[src/rtl/wpa_pkg.sv]
package wpa_pkg;

  typedef enum logic [1:0] {
    ST_IDLE = 2'd0,
    ST_SCAN = 2'd1,
    ST_FIN  = 2'd2
  } wpa_state_e;

  // Position of the highest set bit; 0 for inputs 0 and 1.
  function automatic int unsigned floor_log2(input int unsigned v);
    int unsigned r;
    r = 0;
    for (int i = 1; i < 32; i++) begin
      if ((v >> i) != 0) r = i;
    end
    return r;
  endfunction

endpackage

[src/rtl/wpa_lane_seed.sv]
module wpa_lane_seed #(
  parameter int unsigned D        = 2,
  parameter bit          LSB_LANE = 1'b0
) (
  input  logic [D-1:0] a_dig,
  input  logic [D-1:0] b_dig,
  input  logic         cin,
  output logic [D-1:0] loc_sum,
  output logic         prop,
  output logic         gen
);

  logic [D:0] wide;

  always_comb begin
    wide    = {1'b0, a_dig} + {1'b0, b_dig} + {{D{1'b0}}, cin};
    loc_sum = wide[D-1:0];
    gen     = wide[D];
    // The bottom lane has nothing below it, so its generate is already final.
    prop    = LSB_LANE ? 1'b0 : (&wide[D-1:0]);
  end

endmodule

[src/rtl/wpa_scan_level.sv]
module wpa_scan_level #(
  parameter int unsigned N  = 16,
  parameter int unsigned SW = 3
) (
  input  logic [N-1:0]  p_in,
  input  logic [N-1:0]  g_in,
  input  logic [SW-1:0] lvl,
  output logic [N-1:0]  p_out,
  output logic [N-1:0]  g_out
);

  localparam int unsigned LOGN = $clog2(N);

  // Neighbour pair at every possible distance, with a flag saying whether it exists.
  logic [N-1:0][LOGN-1:0] nb_p;
  logic [N-1:0][LOGN-1:0] nb_g;
  logic [N-1:0][LOGN-1:0] nb_ok;

  for (genvar j = 0; j < N; j++) begin : g_lane
    for (genvar k = 0; k < LOGN; k++) begin : g_dist
      if (j >= (1 << k)) begin : g_has
        assign nb_p[j][k]  = p_in[j - (1 << k)];
        assign nb_g[j][k]  = g_in[j - (1 << k)];
        assign nb_ok[j][k] = 1'b1;
      end else begin : g_none
        assign nb_p[j][k]  = 1'b0;
        assign nb_g[j][k]  = 1'b0;
        assign nb_ok[j][k] = 1'b0;
      end
    end

    logic sel_ok, sel_p, sel_g;

    always_comb begin
      sel_ok = 1'b0;
      sel_p  = 1'b0;
      sel_g  = 1'b0;
      for (int k = 0; k < LOGN; k++) begin
        if (lvl == SW'(k)) begin
          sel_ok = nb_ok[j][k];
          sel_p  = nb_p[j][k];
          sel_g  = nb_g[j][k];
        end
      end
      if (sel_ok) begin
        p_out[j] = p_in[j] & sel_p;
        g_out[j] = g_in[j] | (p_in[j] & sel_g);
      end else begin
        p_out[j] = p_in[j];
        g_out[j] = g_in[j];
      end
    end
  end

endmodule

[src/rtl/wpa_lane_finish.sv]
module wpa_lane_finish #(
  parameter int unsigned N = 16,
  parameter int unsigned D = 2
) (
  input  logic [N*D-1:0] loc_sum,
  input  logic [N-2:0]   carry_src,
  output logic [N*D-1:0] sum
);

  for (genvar j = 0; j < N; j++) begin : g_lane
    if (j == 0) begin : g_bottom
      assign sum[D-1:0] = loc_sum[D-1:0];
    end else begin : g_upper
      assign sum[j*D +: D] = loc_sum[j*D +: D] + D'(carry_src[j-1]);
    end
  end

endmodule

[src/rtl/wide_prefix_adder.sv]
module wide_prefix_adder
  import wpa_pkg::*;
#(
  parameter  int unsigned N    = 16,
  parameter  int unsigned D    = 2,
  localparam int unsigned W    = N * D,
  localparam int unsigned LOGN = $clog2(N),
  localparam int unsigned SW   = $clog2(LOGN + 1)
) (
  input  logic          clk,
  input  logic          rst_n,
  input  logic          in_valid,
  output logic          in_ready,
  input  logic [W-1:0]  op_a,
  input  logic [W-1:0]  op_b,
  input  logic          carry_in,
  input  logic          sub_en,
  input  logic          full_steps,
  output logic          out_valid,
  output logic [W-1:0]  sum,
  output logic          carry_out,
  output logic [SW-1:0] step_count
);

  localparam int unsigned CHK = floor_log2(LOGN);

  wpa_state_e    state_q;
  logic [SW-1:0] lvl_q;
  logic [N-1:0]  p_q, g_q;
  logic [W-1:0]  loc_q;
  logic          full_q;
  logic [W-1:0]  sum_q;
  logic          cout_q;
  logic [SW-1:0] steps_q;

  logic [W-1:0]  b_eff;
  logic          cin_eff;
  logic [W-1:0]  seed_loc;
  logic [N-1:0]  seed_p, seed_g;
  logic [N-1:0]  p_nxt, g_nxt;
  logic [W-1:0]  fin_sum;
  logic          prop_any, at_top, may_check, stop_now;

  assign b_eff   = sub_en ? ~op_b : op_b;
  assign cin_eff = sub_en | carry_in;

  for (genvar j = 0; j < N; j++) begin : g_seed
    wpa_lane_seed #(
      .D        (D),
      .LSB_LANE (j == 0)
    ) seed_i (
      .a_dig   (op_a[j*D +: D]),
      .b_dig   (b_eff[j*D +: D]),
      .cin     ((j == 0) ? cin_eff : 1'b0),
      .loc_sum (seed_loc[j*D +: D]),
      .prop    (seed_p[j]),
      .gen     (seed_g[j])
    );
  end

  wpa_scan_level #(
    .N  (N),
    .SW (SW)
  ) scan_i (
    .p_in  (p_q),
    .g_in  (g_q),
    .lvl   (lvl_q),
    .p_out (p_nxt),
    .g_out (g_nxt)
  );

  wpa_lane_finish #(
    .N (N),
    .D (D)
  ) finish_i (
    .loc_sum   (loc_q),
    .carry_src (g_q[N-2:0]),
    .sum       (fin_sum)
  );

  assign prop_any  = |p_q[N-1:1];
  assign at_top    = (lvl_q == SW'(LOGN));
  assign may_check = !full_q && (lvl_q >= SW'(CHK));
  assign stop_now  = at_top || (may_check && !prop_any);

  always_ff @(posedge clk) begin
    if (!rst_n) begin
      state_q <= ST_IDLE;
      lvl_q   <= '0;
      p_q     <= '0;
      g_q     <= '0;
      loc_q   <= '0;
      full_q  <= 1'b0;
      sum_q   <= '0;
      cout_q  <= 1'b0;
      steps_q <= '0;
    end else begin
      unique case (state_q)
        ST_IDLE: begin
          if (in_valid) begin
            loc_q   <= seed_loc;
            p_q     <= seed_p;
            g_q     <= seed_g;
            full_q  <= full_steps;
            lvl_q   <= '0;
            state_q <= ST_SCAN;
          end
        end
        ST_SCAN: begin
          if (stop_now) begin
            sum_q   <= fin_sum;
            cout_q  <= g_q[N-1];
            steps_q <= lvl_q;
            state_q <= ST_FIN;
          end else begin
            p_q   <= p_nxt;
            g_q   <= g_nxt;
            lvl_q <= lvl_q + SW'(1);
          end
        end
        ST_FIN: begin
          state_q <= ST_IDLE;
        end
        default: begin
          state_q <= ST_IDLE;
        end
      endcase
    end
  end

  assign in_ready   = (state_q == ST_IDLE);
  assign out_valid  = (state_q == ST_FIN);
  assign sum        = sum_q;
  assign carry_out  = cout_q;
  assign step_count = steps_q;

endmodule

[config.mk]
export PLATFORM = sky130hd
export DESIGN_NAME = wide_prefix_adder
export DESIGN_NICKNAME = d
export VERILOG_FILES = /design/src/rtl/wpa_pkg.sv /design/src/rtl/wpa_lane_seed.sv /design/src/rtl/wpa_scan_level.sv /design/src/rtl/wpa_lane_finish.sv /design/src/rtl/wide_prefix_adder.sv
export SDC_FILE = /design/constraint.sdc
export NUM_CORES = 1
export LEC_CHECK = 0
export BUFFER_PORTS_ARGS = -buffer_cell sky130_fd_sc_hd__clkbuf_2
export CAP_MARGIN = 30
export CORE_AREA = 5 5 132 134
export DETAILED_ROUTE_END_ITERATION = 10
export DIE_AREA = 0 0 137 139
export SETUP_SLACK_MARGIN = 0.1
export SLEW_MARGIN = 20
export SYNTH_ARGS = -nofsm -noshare
export SYNTH_HDL_FRONTEND = slang
export SYNTH_SLANG_ARGS = --single-unit
[constraint.sdc]
create_clock -name clk -period 3.15 [get_ports clk]
set_input_delay 0.1575 -clock clk [delete_from_list [all_inputs] [get_ports clk]]
set_output_delay 0.1575 -clock clk [all_outputs]
set_load 0.02 [all_outputs]
==> impl_metrics.env <==
export IMPL_status="finished, final reports clean"
export IMPL_crit_slowest_cell="dfxtp_1"
export IMPL_synth_most_common_cell="nand2_1"
export IMPL_p_leak_nw=3.17
export IMPL_syn_inst=771
export IMPL_overflow=0
export IMPL_antenna_found_initial=0
export IMPL_cts_resized=0
export IMPL_cts_setup_buffers=0
export IMPL_startpoint_type="flip-flop"
export IMPL_hold_class="primary input to flip-flop"
export IMPL_drt_pre_antenna_iters=5
export IMPL_routed_via_density=5.36
export IMPL_critPathMaxFanout=16
export IMPL_worst_setup_path_end_kind="flip-flop"
export IMPL_synth_top_area_cell="dfxtp_1"
export IMPL_powerDensity_nw_per_um2=532
export IMPL_worst_slew_pin_slew_ps=756
export IMPL_yosys_top_cells_area="dfxtp_1 33%, nand2_1 7.9%, ha_1 6.9%"
export IMPL_clock_latency_ps=350
export IMPL_dp_slack_ps=690
export IMPL_coreArea_um2=16200
export IMPL_synth_top_area_share_pct=33.1
export IMPL_grt_pass1_vias=5467
export IMPL_setup_slack_ps=677
export IMPL_start_util_pct=39.2
export IMPL_stdcell_count=1075
export IMPL_grt_pass1_wl_um=29000
export IMPL_design_area_um2=7360
export IMPL_max_cap_violations=0
export IMPL_ant_nets=0
export IMPL_row_count=47
export IMPL_total_power_mw=3.91
export IMPL_hold_viol_final=0
export IMPL_synth_edf_count=0
export IMPL_ys_dominant_reg_cell="dfxtp_1"
export IMPL_grt_start_max_net_pins=77
export IMPL_async_flop_share_pct=0
export IMPL_syn_area_um2=6340
export IMPL_diodes=0
export IMPL_period_minus_slack_ps=2470
export IMPL_max_slew_margin_pct=49.6
export IMPL_placed_area_um2=7060
export IMPL_crit_path_max_incr_delay_ps=700
export IMPL_dieWidth_um=137
export IMPL_setup_viol=0
export IMPL_yosys_warnings=0
export IMPL_vias=5765
export IMPL_numCtsBuffers=9
export IMPL_drtIter0Drc=420
export IMPL_fin_crit_sh_pct=78.5
export IMPL_cts_tree="built"
export IMPL_crit_required_ps=3390
export IMPL_cts_sinks=105
export IMPL_cts_path_max_buffers=2
export IMPL_max_clock_freq_mhz=404
export IMPL_routed_wl_um=18000
export IMPL_crit_path_cell_trace="inv_1 -> ha_1 -> or2_2 -> nor3_1 -> o22a_1 -> o21ai_1 -> a32o_1"
export IMPL_num_io_pins=108
export IMPL_slew_viol_final=0
export IMPL_synth_cell_type_count=61
export IMPL_final_nets=972
export IMPL_fin_skew_ps=6.74
export IMPL_drive_above_1_share_pct=18.8
export IMPL_drc=0
export IMPL_r2r_slack_ps=680
export IMPL_root_buffer="clkbuf_16"
export IMPL_drt_wirelength_per_cell_um=16.7
export IMPL_hold_depth=3
export IMPL_syn_to_final_growth_pct=16.0
export IMPL_fin_hold_ws_ps=94.5
export IMPL_worstHoldStart="full_steps"
export IMPL_postLayoutCoreUtil_pct=45.5
export IMPL_ys_seq_area_share_pct=33.1
export IMPL_worstPathArrival_ps=2720
export IMPL_critPathKind="flip-flop to flip-flop"
export IMPL_grt_use_total_pct=19.1
export IMPL_rr_worst_depth=7
export IMPL_htreeDepth=3
export IMPL_avgSynthCellArea_um2=8.23
export IMPL_synthTopCellsByCount="133 x nand2_1, 105 x dfxtp_1, 49 x a21oi_1, 46 x clkbuf_1, 46 x nand3_1"
export IMPL_path_clk_slew_ps=70
export IMPL_dp_cells=1058
export IMPL_peakVddDrop_mv=0.297
export IMPL_rsz0062_at_grt="no"
export IMPL_dieArea_um2=19000
export IMPL_worstReg2RegStart="lvl_q[2]"
export IMPL_syn_nets=893
export IMPL_min_to="full_q"
export IMPL_tns_ps=0
export IMPL_gp_congestion=0.915
export IMPL_holdBufCountCts=0
export IMPL_synth_seq_cells=105
export IMPL_r2r_end="p_q[5]"
export IMPL_detailed_place_hpwl_um=13100
export IMPL_die_height_um=139
export IMPL_port_buffers=107
power by group:
group	switching (mW)	leakage, nW	total (mW)	internal (mW)
Clock	0.522	0.133	1.09	0.563
Sequential	0.154	0.855	1.60	1.44
Combinational	0.730	2.18	1.23	0.500
Total	1.41	3.17	3.91	2.51
state kept, by name, indices dropped and copies added, names as in the netlist:
register / cells
loc_q: 32
sum: 32
g_q: 16
p_q: 15
lvl_q: 3
step_count: 3
state_q: 2
carry_out: 1
full_q: 1
how the worst max path moves through the flow:
stage,slack (ps),startpoint,cells after the start,endpoint
2_1_floorplan,940,sub_en,9,p_q[11]
3_3_place_gp,740,lvl_q[1],8,g_q[5]
3_5_place_dp,690,lvl_q[1],8,g_q[5]
4_1_cts,680,lvl_q[2],7,p_q[5]
5_1_grt,530,lvl_q[2],7,p_q[5]
6_report,680,lvl_q[2],7,p_q[5]
area by class of cell:
type / instances / area [um2]
fillers: 1652 / 8820
multi-input cells: 588 / 3910
flip-flops and latches: 105 / 2100
repair buffers: 130 / 731
well taps: 220 / 275
clock buffers: 11 / 243
inverters: 16 / 60.1
clock inverters: 5 / 37.5
kinds of logic after synthesis:
kind of cell,synth area share [%]
xor gates and xnor gates,6.49
AOI/OAI and AO/OA,23.1
and+or+nand+nor,19.5
adders and majority gates,12.3
DFF,33.1
muxes,0.158
buffers and inverters,5.35
worst max-delay path: cells and delay by family (launching register included):
family,cells,cell delay (ps)
buffers and inverters,1,110
and+or+nand+nor,2,520
AOI/OAI and AO/OA,3,730
DFF,1,700
adders and majority gates,1,300
layout by cell type, fill, tap and decap left out, types with 6 or more instances in the layout:
cell	Yosys	layout
o2111ai_1	6	6
nor2_1	22	22
dfxtp_1	105	105
nand2_1	133	133
nor3_1	7	7
clkbuf_16	0	9
a21oi_1	49	49
a31oi_1	9	9
o21ai_1	36	36
and3_1	9	9
a211oi_1	7	7
xnor2_1	6	6
o211ai_1	6	6
ha_1	35	35
o21ai_0	39	39
nand3_1	46	46
a21boi_0	30	30
buf_4	2	22
fa_1	17	17
inv_1	16	16
o211a_1	8	8
xor2_1	41	41
clkbuf_2	0	106
nand3b_1	11	11
nor2b_1	6	6
routing by layer:
| metal | vias to the layer above | part of all wire (%) | GRT usage, % |
|---|---|---|---|
| met5 | - | 0 | 0 |
| met4 | 0 | 1.2 | 3.94 |
| met3 | 12 | 7.9 | 4.46 |
| met2 | 219 | 45 | 29.2 |
| met1 | 2671 | 46 | 27.5 |
| li1 | 2863 | - | - |
(Power assumes the default switching activity.)
